<file path="src/rtl/irq_tmr_pkg.sv">
package irq_tmr_pkg;

    typedef enum logic [1:0] {
        ST_STOPPED     = 2'd0,
        ST_COUNT_CYCLE = 2'd1,
        ST_COUNT_LINE  = 2'd2
    } tmr_state_e;

    localparam logic [1:0] SEL_RELOAD_LO = 2'd0;
    localparam logic [1:0] SEL_RELOAD_HI = 2'd1;
    localparam logic [1:0] SEL_CONTROL   = 2'd2;
    localparam logic [1:0] SEL_ACK       = 2'd3;

    localparam int CTL_REPEAT_BIT = 0;
    localparam int CTL_RUN_BIT    = 1;
    localparam int CTL_MODE_BIT   = 2;

endpackage

</file>
<file path="src/rtl/irq_tmr_reload.sv">
module irq_tmr_reload #(
    parameter int NIB_W = 4
) (
    input  logic                 clk,
    input  logic                 rst_n,
    input  logic                 wr_lo,
    input  logic                 wr_hi,
    input  logic [NIB_W-1:0]     din,
    output logic [2*NIB_W-1:0]   reload
);

    always_ff @(posedge clk) begin
        if (!rst_n) begin
            reload <= '0;
        end else begin
            if (wr_lo) reload[NIB_W-1:0]       <= din;
            if (wr_hi) reload[2*NIB_W-1:NIB_W] <= din;
        end
    end

endmodule

</file>
<file path="src/rtl/irq_tmr_prescale.sv">
module irq_tmr_prescale #(
    parameter int LINE_LONG   = 114,
    parameter int LINE_SHORT  = 113,
    parameter int LINE_PHASES = 3
) (
    input  logic                            clk,
    input  logic                            rst_n,
    input  logic                            clr,
    input  logic                            adv,
    output logic                            step,
    output logic [$clog2(LINE_LONG)-1:0]    pre_cnt
);

    localparam int PRE_W = $clog2(LINE_LONG);
    localparam int PH_W  = (LINE_PHASES > 1) ? $clog2(LINE_PHASES) : 1;
    localparam logic [PRE_W-1:0] LONG_LAST  = PRE_W'(LINE_LONG - 1);
    localparam logic [PRE_W-1:0] SHORT_LAST = PRE_W'(LINE_SHORT - 1);
    localparam logic [PH_W-1:0]  PH_LAST    = PH_W'(LINE_PHASES - 1);

    logic [PH_W-1:0]  phase;
    logic [PRE_W-1:0] last;

    assign last = (phase == PH_LAST) ? SHORT_LAST : LONG_LAST;
    assign step = adv && (pre_cnt == last);

    always_ff @(posedge clk) begin
        if (!rst_n || clr) begin
            pre_cnt <= '0;
            phase   <= '0;
        end else if (adv) begin
            if (pre_cnt == last) begin
                pre_cnt <= '0;
                phase   <= (phase == PH_LAST) ? '0 : phase + 1'b1;
            end else begin
                pre_cnt <= pre_cnt + 1'b1;
            end
        end
    end

endmodule

</file>
<file path="src/rtl/irq_tmr_counter.sv">
module irq_tmr_counter #(
    parameter int CNT_W = 8
) (
    input  logic              clk,
    input  logic              rst_n,
    input  logic              load,
    input  logic              step,
    input  logic [CNT_W-1:0]  load_val,
    output logic [CNT_W-1:0]  count,
    output logic              ovf
);

    localparam logic [CNT_W-1:0] CNT_MAX = '1;

    assign ovf = step && !load && (count == CNT_MAX);

    always_ff @(posedge clk) begin
        if (!rst_n) begin
            count <= '0;
        end else if (load) begin
            count <= load_val;
        end else if (step) begin
            count <= (count == CNT_MAX) ? load_val : count + 1'b1;
        end
    end

endmodule

</file>
<file path="src/rtl/irq_reload_timer.sv">
module irq_reload_timer
    import irq_tmr_pkg::*;
#(
    parameter int NIB_W       = 4,
    parameter int LINE_LONG   = 114,
    parameter int LINE_SHORT  = 113,
    parameter int LINE_PHASES = 3
) (
    input  logic              clk,
    input  logic              rst_n,
    input  logic              wr_en,
    input  logic [1:0]        wr_sel,
    input  logic [NIB_W-1:0]  wr_data,
    input  logic              cpu_tick,
    output logic              irq
);

    localparam int CNT_W = 2 * NIB_W;
    localparam int PRE_W = $clog2(LINE_LONG);

    tmr_state_e          state_q, state_d;
    logic                repeat_q, repeat_d;
    logic                mode_q, mode_d;
    logic                pend_q;
    logic [CNT_W-1:0]    reload;
    logic [CNT_W-1:0]    count;
    logic [PRE_W-1:0]    pre_cnt;
    logic                wr_ctl, wr_ack, load;
    logic                adv_any, pre_step, cnt_step, ovf;

    assign wr_ctl  = wr_en && (wr_sel == SEL_CONTROL);
    assign wr_ack  = wr_en && (wr_sel == SEL_ACK);
    assign load    = wr_ctl && wr_data[CTL_RUN_BIT];
    assign adv_any = cpu_tick && !wr_en;

    irq_tmr_reload #(.NIB_W(NIB_W)) u_reload (
        .clk    (clk),
        .rst_n  (rst_n),
        .wr_lo  (wr_en && (wr_sel == SEL_RELOAD_LO)),
        .wr_hi  (wr_en && (wr_sel == SEL_RELOAD_HI)),
        .din    (wr_data),
        .reload (reload)
    );

    irq_tmr_prescale #(
        .LINE_LONG   (LINE_LONG),
        .LINE_SHORT  (LINE_SHORT),
        .LINE_PHASES (LINE_PHASES)
    ) u_prescale (
        .clk     (clk),
        .rst_n   (rst_n),
        .clr     (load),
        .adv     (adv_any && (state_q == ST_COUNT_LINE)),
        .step    (pre_step),
        .pre_cnt (pre_cnt)
    );

    always_comb begin
        unique case (state_q)
            ST_COUNT_CYCLE: cnt_step = adv_any;
            ST_COUNT_LINE:  cnt_step = pre_step;
            default:        cnt_step = 1'b0;
        endcase
    end

    irq_tmr_counter #(.CNT_W(CNT_W)) u_counter (
        .clk      (clk),
        .rst_n    (rst_n),
        .load     (load),
        .step     (cnt_step),
        .load_val (reload),
        .count    (count),
        .ovf      (ovf)
    );

    // next-state logic: START / HALT on control, REARM / DISARM on acknowledge
    always_comb begin
        state_d  = state_q;
        repeat_d = repeat_q;
        mode_d   = mode_q;
        if (wr_ctl) begin
            repeat_d = wr_data[CTL_REPEAT_BIT];
            mode_d   = wr_data[CTL_MODE_BIT];
            if (wr_data[CTL_RUN_BIT])
                state_d = wr_data[CTL_MODE_BIT] ? ST_COUNT_CYCLE : ST_COUNT_LINE;
            else
                state_d = ST_STOPPED;
        end else if (wr_ack) begin
            unique case (repeat_q)
                1'b1:    state_d = mode_q ? ST_COUNT_CYCLE : ST_COUNT_LINE;
                default: state_d = ST_STOPPED;
            endcase
        end
    end

    always_ff @(posedge clk) begin
        if (!rst_n) begin
            state_q  <= ST_STOPPED;
            repeat_q <= 1'b0;
            mode_q   <= 1'b0;
        end else begin
            state_q  <= state_d;
            repeat_q <= repeat_d;
            mode_q   <= mode_d;
        end
    end

    // output process: pending flag
    always_ff @(posedge clk) begin
        if (!rst_n)     pend_q <= 1'b0;
        else if (wr_en) pend_q <= 1'b0;
        else if (ovf)   pend_q <= 1'b1;
    end

    assign irq = pend_q;

endmodule

</file>
<file path="config.mk">
export PLATFORM = sky130hd
export DESIGN_NAME = irq_reload_timer
export DESIGN_NICKNAME = d
export VERILOG_FILES = /design/src/rtl/irq_tmr_pkg.sv /design/src/rtl/irq_tmr_reload.sv /design/src/rtl/irq_tmr_prescale.sv /design/src/rtl/irq_tmr_counter.sv /design/src/rtl/irq_reload_timer.sv
export SDC_FILE = /design/constraint.sdc
export NUM_CORES = 1
export LEC_CHECK = 0
export ABC_AREA = 1
export BUFFER_PORTS_ARGS = -buffer_cell sky130_fd_sc_hd__buf_4
export CORE_MARGIN = 2
export CORE_UTILIZATION = 59
export CTS_CLUSTER_SIZE = 12
export DETAILED_ROUTE_END_ITERATION = 6
export GPL_TIMING_DRIVEN = 0
export PLACE_DENSITY = 0.78
export SLEW_MARGIN = 0
export SYNTH_ARGS = -nofsm -noshare
export SYNTH_HDL_FRONTEND = slang
export SYNTH_SLANG_ARGS = --single-unit
</file>
<file path="constraint.sdc">
create_clock -name clk -period 1.6 [get_ports clk]
set_input_delay 0.08 -clock clk [delete_from_list [all_inputs] [get_ports clk]]
set_output_delay 0.08 -clock clk [all_outputs]
set_load 0.01 [all_outputs]
</file>
==> results_dict.tcl, run 1 <==
set metrics [dict create \
    syn_to_final_growth_pct 12.9 \
    hp-class "input port to register" \
    m1WireLength_mm 1.59 \
    synth_seq_area_share_pct 38.3 \
    cts_tree "yes" \
    final_common_cell "nand2_1" \
    grt_pass1_vias 1275 \
    ys_ff_latch 30 \
    place_hpwl_mm 2.49 \
    grt-ovfl-total 0 \
    drtIter0Drc 54 \
    crit_path_end_kind "register" \
    cts_setup_buffers 0 \
    syn_nets 231 \
    cp_cell_sequence "ha_1, nand3_1, inv_2, nand2_2, nand2_8, inv_4, nand3_1, o21ai_1, nand2_1, a21oi_2" \
    grt_max_degree 11 \
    ant_nets 0 \
    worst_slew_pin_slew_ns 0.590 \
    path_class "register to register" \
    dp_slack_ns 0.0659 \
    status "completed" \
    ys.flop_type "dfxtp_1" \
    start_util_pct 62.8 \
    finalPower_mw 1.32 \
    cp_slowest_stage_delay_ns 0.35 \
    netlist_instances 217 \
    maxUsedRoutingLayer "met4" \
    drt-wirelength-per-cell_um 12.5 \
    cts_max_level 2 \
    fmax_ghz 0.664 \
    clock-sinks 30 \
    synth_edf_count 0 \
    final_cells 266 \
    post-route-drc-count 0 \
    synth_cell_types 34 \
    cp_max_fo 8 \
    cts.clk_slew.worst_paths_ns 0.09 \
    dr.pass1.iters 4 \
    synthArstFlopShare_pct 0 \
    insertedDiodeCount 0 \
    row_count 18 \
    cts_buffers 5 \
    die_area_um2 3090 \
    port_buffers 10 \
    hold_viol 0 \
    grt_pass1_wl_mm 5.65 \
    finClkSkew_ns 0.00925 \
    start_kind "register" \
    finalMaxSlewViolations 0 \
    worstSkewPairLatency_ns 0.33 \
    fin_crit_sh_pct 94.2 \
    max-vdd-ir-drop_mv 0.671 \
    setup_ws_ns 0.0932 \
    whs_ns 0.0380 \
    power.density_nw_per_um2 745 \
    report.final.setup_viol 0 \
    viasPerCell 5.42 \
    routabilityCongestion 0.820 \
    met2_length_mm 1.54 \
    clockBufferDepth 2 \
    crit_top_cell "nand3_1" \
    die_x_um 55.6 \
    syn_area_um2 1570 \
    num_vias 1441 \
    syn_avg_cell_area_um2 7.23 \
    cap_viol_max_count 0 \
    die_h_um 55.6 \
    postRouteWirelength_mm 3.32 \
    io_pins 11 \
    worstPathArrival_ns 1.77 \
    critPathSlowestCell "dfxtp_2" \
    synth_warnings 0 \
    fin_crit_ns 1.51 \
    nets 250 \
    p_leak_nw 0.727 \
    grt_usage_pct 23.1 \
    mostFrequentLayoutCells "nand2_1 (40), nor2_1 (29), dfxtp_1 (29)" \
    relSlewSlack_pct 60.6 \
    required_ns 1.86 \
    coreArea_um2 2500 \
    tns_ns 0 \
    antenna_found_initial 0 \
    met3_length_um 146 \
    dp_cells 257 \
    cts_root_buffer "clkbuf_4" \
    drive_gt1_share_pct 16.9 \
]
registers in the layout (all words and copies together), names as in the netlist:
signal	count
u_counter.count	8
u_reload.reload	8
u_prescale.pre_cnt	7
state_q	2
u_prescale.phase	2
irq	1
mode_q	1
repeat_q	1
path summary, 6_finish.rpt:
kind,slack (ns),cells past startpoint,from,endpoint
setup / recovery,0.09,10,u_counter.count[0],u_counter.count[2]
hold / removal,0.04,3,wr_data[1],u_reload.reload[5]
setup reg to reg,0.09,10,u_counter.count[0],u_counter.count[2]
hold reg to reg,0.48,2,u_reload.reload[6],u_reload.reload[6]
report_power, final:
group          switching, mW  internal [mW]  total (mW)
clock network          0.254          0.165       0.420
registers             0.0111          0.764       0.775
logic                 0.0772         0.0485       0.126
total                  0.342          0.978        1.32
cell type report:
type                            count  area, µm²
Buffer                              3       16.3
Fill cell                         212        728
Inverter                           26        100
Sequential cell                    30        602
Clock buffer                        7       45.0
Timing Repair Buffer               12       95.1
Tap cell                           30       37.5
Multi-Input combinational cell    158        876
routing by layer:
| layer | vias to the layer above | global-route usage, % |
|---|---|---|
| met1 | 662 | 30.2 |
| met5 | - | 0 |
| met4 | 0 | 8.01 |
| li1 | 746 | - |
| met2 | 28 | 35.5 |
| met3 | 5 | 8.14 |
logic make-up (layout without fill, tap and decap cells):
group | Yosys count | after routing | share of synthesized area [%]
buf+inv | 29 | 48 | 7.42
compound gates | 36 | 36 | 13.0
flops | 30 | 30 | 38.3
fa+ha+maj | 4 | 4 | 3.19
xor+xnor | 5 | 5 | 2.79
mux | 1 | 1 | 0.638
simple gates | 112 | 112 | 34.7
cells in the mapped netlist (2+ instances only):
library cell / instances / share of area, %
xor2_1: 4 / 2.2
nand2_1: 40 / 9.6
or2_2: 2 / 0.80
a21oi_1: 12 / 3.8
o21ai_0: 13 / 4.1
dfxtp_1: 30 / 38
o21ai_1: 2 / 0.64
o21a_1: 2 / 0.96
inv_1: 23 / 5.5
inv_2: 2 / 0.48
nand3_2: 2 / 1.3
nand2_4: 3 / 2.2
ha_1: 4 / 3.2
nor3_1: 3 / 0.96
nor2_1: 29 / 6.9
nand3_1: 23 / 7.3
nand2_2: 5 / 2.0
a21oi_2: 2 / 1.1
critical path, delay by kind of cell (launching register included):
family,cells,cell delay [ns]
buffers and inverters,2,0.16
AND/OR/NAND/NOR,5,0.53
AO/OA/AOI/OAI,2,0.19
flip-flops,1,0.35
adder cells (fa/ha/maj),1,0.22
timing repair:
action | CTS | global route
gates resized for setup | 0 | 5
setup endpoints to repair | 0 | 8
hold buffers | 2 | 0
hold endpoints to repair | 3 | 0
through the flow:
step	area (µm²)	utilization, %
floorplan	1570	-
finish	1770	70.9
global placement	1680	67.3
global route	1770	70.9
detailed placement	1680	67.3
CTS	1750	69.9
(Power assumes the default switching activity.)
==> inputs of run 2 (changes only) <==
==> constraint.sdc (replaced) <==
create_clock -name clk -period 1.6 [get_ports clk]
set_input_delay 0.16 -clock clk [delete_from_list [all_inputs] [get_ports clk]]
set_output_delay 0.16 -clock clk [all_outputs]
set_load 0.01 [all_outputs]
==> run 2 against run 1 <==
Utilization down 0.80 points. Largest cell class unchanged. Critical endpoint unchanged. Sequential share of layout area up 0.39 points. Critical path depth unchanged. Clock power about the same.
==> results_dict.tcl, run 2 (synthesis results as in run 1) <==
set metrics [dict create \
    report.final.setup_viol 0 \
    cts_tree "yes" \
    drtIter0Drc 50 \
    regArea_um2 602 \
    top_regs "u_counter.count (8), u_reload.reload (8), u_prescale.pre_cnt (7)" \
    worstSkewPairLatency_ns 0.33 \
    dp_slack_ns 0.0659 \
    worstPathArrival_ns 1.77 \
    fin_crit_sh_pct 94.0 \
    drt-wirelength-per-cell_um 12.4 \
    swShare_pct 25.9 \
    cts_buffers 5 \
    relSlewSlack_pct 59.1 \
    clockBufferDepth 2 \
    crit_path_end_kind "register" \
    io_pins 11 \
    grt_pass1_vias 1271 \
    num_vias 1419 \
    coreArea_um2 2500 \
    finClkSkew_ns 0.00947 \
    power.density_nw_per_um2 751 \
    grt_max_degree 11 \
    ctsHoldBuffers 0 \
    final_common_cell "nand2_1" \
    cts_max_level 2 \
    place_hpwl_mm 2.49 \
    die_area_um2 3090 \
    hp-class "input port to register" \
    status "completed" \
    mostFrequentLayoutCells "nand2_1 (40), nor2_1 (29), dfxtp_1 (29)" \
    tns_ns 0 \
    viasPerCell 5.38 \
    p_leak_nw 0.719 \
    nets 248 \
    ant_nets 0 \
    cap_viol_max_count 0 \
    die_h_um 55.6 \
    grt_pass1_wl_mm 5.61 \
    die_x_um 55.6 \
    cts_root_buffer "clkbuf_4" \
    cts.clk_slew.worst_paths_ns 0.09 \
    p_switching_mw 0.341 \
    row_count 18 \
    grt-ovfl-total 0 \
    finalMaxSlewViolations 0 \
    dr.pass1.iters 4 \
    clock-sinks 30 \
    fmax_ghz 0.665 \
    nFillCells 213 \
    cp_max_fo 8 \
    start_kind "register" \
    clkPwrFrac_pct 31.9 \
    drive_gt1_share_pct 17.1 \
    insertedDiodeCount 0 \
    syn_to_final_growth_pct 11.6 \
    setup_ws_ns 0.0962 \
    pwr-share-seq_pct 58.9 \
    p_comb_share_pct 9.2 \
    p_int_mw 0.975 \
    routabilityCongestion 0.820 \
    start_util_pct 62.8 \
    antenna_found_initial 0 \
    post-route-drc-count 0 \
    worst_slew_pin_slew_ns 0.614 \
    postRouteWirelength_mm 3.28 \
    path_class "register to register" \
    required_ns 1.86 \
    port_buffers 10 \
    grt_usage_pct 22.9 \
    fin_crit_ns 1.50 \
    multi_input_area_um2 876 \
    max-vdd-ir-drop_mv 0.671 \
    hold_viol 0 \
]
## run 2: worst paths after layout
path	endpoint	start	cells past startpoint	slack (ns)
worst max-delay path	u_counter.count[2]	u_counter.count[0]	10	0.1
worst min-delay path	u_reload.reload[3]	wr_data[3]	3	0.06
worst max register to register	u_counter.count[2]	u_counter.count[0]	10	0.1
worst min register to register	u_reload.reload[6]	u_reload.reload[6]	2	0.48
## run 2: layout make-up
class / instances / share of cell area [%]
buffer: 3 / 0.929
clock buffer: 7 / 2.57
inverter: 26 / 5.71
multi-input combinational: 158 / 50.0
sequential: 30 / 34.4
tap: 30 / 2.14
timing repair buffer: 10 / 4.29
## run 2: layer usage
layer / up-vias / share of wire, % / global-route usage, % / wire length [µm]
li1: 739 / - / - / -
met1: 646 / 48 / 30.0 / 1590
met2: 29 / 46 / 35.0 / 1510
met3: 5 / 4.5 / 8.14 / 146
met4: 0 / 1.2 / 8.01 / 38
met5: - / 0 / 0 / 0
## run 2: critical path, cell delays in order (launching register included)
cell and delay (ns):
dfxtp_2 0.35, ha_1 0.22, nand3_1 0.16, inv_2 0.07
nand2_2 0.13, nand2_8 0.09, inv_4 0.09, nand3_1 0.07
o21ai_1 0.08, nand2_1 0.08, a21oi_2 0.11
## run 2: power groups by stage
stage	combinational (mW)	clock, mW	sequential [mW]
floorplan	0.0724	0	0.789
global placement	0.112	0	0.792
detailed placement	0.117	0	0.792
CTS	0.118	0.426	0.775
global route	0.136	0.454	0.778
finish	0.121	0.419	0.776
## run 2: timing repair
| action | CTS | global route |
|---|---|---|
| resized for setup | 0 | 5 |
| setup buffers | 0 | 0 |
| endpoints found under the setup margin | 0 | 8 |
## run 2: per-stage QoR
step	power, mW	util (%)	instance area, µm²	instances	hold WS (ns)
2_1_floorplan	0.862	-	1570	217	0.295
3_3_place_gp	0.904	67.3	1680	257	0.395
3_5_place_dp	0.910	67.3	1680	257	0.408
4_1_cts	1.32	69.1	1730	264	0.0588
5_1_grt	1.37	70.1	1750	264	0.0542
6_report	1.32	70.1	1750	264	0.0642
==> inputs of run 3 (changes only) <==
CORE_UTILIZATION = 53   (was 59)
PLACE_DENSITY = 0.74   (was 0.78)
clock period = 1.29 ns   (was 1.6 ns; I/O delays follow)
==> run 3 against run 2 <==
The flow now finishes with violations (negative setup slack). Clock power up 34%. Die area up 10%. Clock skew down 0.0025 ns. Worst hold slack worse by 0.024 ns. First-iteration DRC count up 4.0%. Setup slack worse by 0.17 ns. Cell area up 17%. Fmax up 10%. Via count up 8.1%. Sequential share of layout area down 3.9 points. Utilization up 3.4 points. Critical path depth unchanged. Largest cell class unchanged.
==> results_dict.tcl, run 3 (synthesis results as in run 1) <==
set metrics [dict create \
    worstPathArrival_ns 1.63 \
    drt-wirelength-per-cell_um 13.6 \
    max-vdd-ir-drop_mv 0.839 \
    ant_nets 0 \
    start_util_pct 56.4 \
    relSlewSlack_pct 59.7 \
    cp_max_fo 5 \
    cts.clk_slew.worst_paths_ns 0.09 \
    setup_ws_ns -0.0738 \
    row_count 19 \
    post-route-drc-count 0 \
    num_vias 1534 \
    cts_max_level 2 \
    fmax_ghz 0.733 \
    cp_slowest_stage_delay_ns 0.33 \
    postPlaceCellArea_um2 1710 \
    syn_to_final_growth_pct 30.3 \
    power.density_nw_per_um2 832 \
    coreArea_um2 2780 \
    drive_gt1_share_pct 38.7 \
    place_hpwl_mm 2.53 \
    insertedDiodeCount 0 \
    crit_path_end_kind "register" \
    status "finished, violations left" \
    die_h_um 58.4 \
    cts_root_buffer "clkbuf_4" \
    crit_buf_inv 2 \
    hold_viol 0 \
    die_area_um2 3410 \
    antenna_found_initial 0 \
    cts_buffers 5 \
    crit_family "simple AND/OR/NAND/NOR gates" \
    cts_tree "yes" \
    grt_pass1_vias 1422 \
    postRouteWirelength_mm 3.81 \
    required_ns 1.56 \
    grt-ovfl-total 0 \
    startpoint "state_q[0]" \
    fin_crit_sh_pct 106 \
    mostFrequentLayoutCells "nand2_1 (32), nor2_1 (23), buf_4 (23)" \
    finalMaxSlewViolations 0 \
    clockBufferDepth 2 \
    path_class "register to register" \
    cp_cell_sequence "inv_2, ha_4, nand3_4, inv_4, nand3_4, nand2_4, nand2_8, nand2_8, nand2_2, a21oi_2" \
    final_common_cell "nand2_1" \
    nets 263 \
    grt_usage_pct 24.3 \
    hp-class "input port to register" \
    worst_slew_pin_slew_ns 0.605 \
    worstHoldStart "wr_data[0]" \
    top_regs "u_counter.count (8), u_reload.reload (8), u_prescale.pre_cnt (7)" \
    die_x_um 58.4 \
    start_kind "register" \
    clock-sinks 30 \
    drtIter0Drc 52 \
    r2r_start "state_q[0]" \
    finClkSkew_ns 0.00702 \
    viasPerCell 5.50 \
    grt_max_degree 11 \
    p_leak_nw 0.829 \
    whs_ns 0.0402 \
    nFillCells 215 \
    fin_area_um2 2040 \
    report.final.setup_viol 13 \
    dr.pass1.iters 4 \
    routabilityCongestion 0.852 \
    critPathSlowestCell "dfxtp_2" \
    cap_viol_max_count 0 \
    post-route-util_pct 73.5 \
    io_pins 11 \
    violations "negative setup slack" \
    worstSkewPairLatency_ns 0.33 \
    fin_crit_ns 1.36 \
    grt_pass1_wl_mm 6.27 \
    port_buffers 10 \
    rsz0062_at_grt "true" \
]
==> run 3: changes by cell type in the layout (fill, tap and decap cells not counted), sizes merged <==
cell and change:
nand2 +2, clkbuf -1, buf +13
==> run 3: final timing paths <==
check | end | slack [ns] | cells after the start
min reg2reg | u_reload.reload[6] | 0.48 | 2
max reg2reg | u_counter.count[2] | -0.07 | 10
min | u_reload.reload[0] | 0.04 | 3
max | u_counter.count[2] | -0.07 | 10
==> run 3: report_power, final <==
group          leakage [nW]  total [mW]  internal, mW  switching, mW
sequential            0.250       0.960         0.943         0.0163
combinational         0.549       0.182        0.0702          0.112
clock                0.0302       0.560         0.245          0.315
total                 0.829        1.70          1.26          0.443
==> run 3: routing by layer <==
| layer | GRT usage (%) | wire (µm) | vias up |
|---|---|---|---|
| met5 | 0 | 0 | - |
| met3 | 5.93 | 156 | 11 |
| met1 | 29.7 | 1640 | 716 |
| met2 | 40.4 | 1900 | 38 |
| met4 | 10.6 | 108 | 0 |
| li1 | - | - | 769 |
==> run 3: final cells by class <==
type	instances	area [µm²]	area share, %
repair buffers	23	176	8.63
multi-input cells	160	1030	50.4
plain buffers	3	16.3	0.796
clock buffers	6	51.3	2.51
inverters	26	110	5.39
well taps	31	38.8	1.90
flip-flops and latches	30	622	30.4
==> run 3: worst register-to-register path, stage by stage, from the launching register on <==
cell     delay, ns
dfxtp_2       0.33
inv_2         0.07
ha_4          0.13
nand3_4       0.11
inv_4         0.09
nand3_4       0.08
nand2_4       0.12
nand2_8       0.09
nand2_8       0.11
nand2_2       0.06
a21oi_2       0.12
==> run 3: what timing repair did <==
item                       in CTS  in global routing
setup buffers                   8                  5
setup endpoints to repair      13                 17
gates cloned                    2                  0
hold buffers                    0                  0
pin swaps                       7                 10
resized for setup              21                 34
==> run 3: stage by stage <==
stage / setup TNS [ns] / total power [mW] / worst slack [ns] / cells
6_report: -0.621 / 1.70 / -0.0738 / 279
5_1_grt: -1.86 / 1.76 / -0.173 / 279
4_1_cts: -0.356 / 1.69 / -0.0472 / 274
3_5_place_dp: -1.48 / 1.14 / -0.190 / 258
3_3_place_gp: -0.997 / 1.13 / -0.139 / 258
2_1_floorplan: -0.0128 / 1.08 / -0.0128 / 217
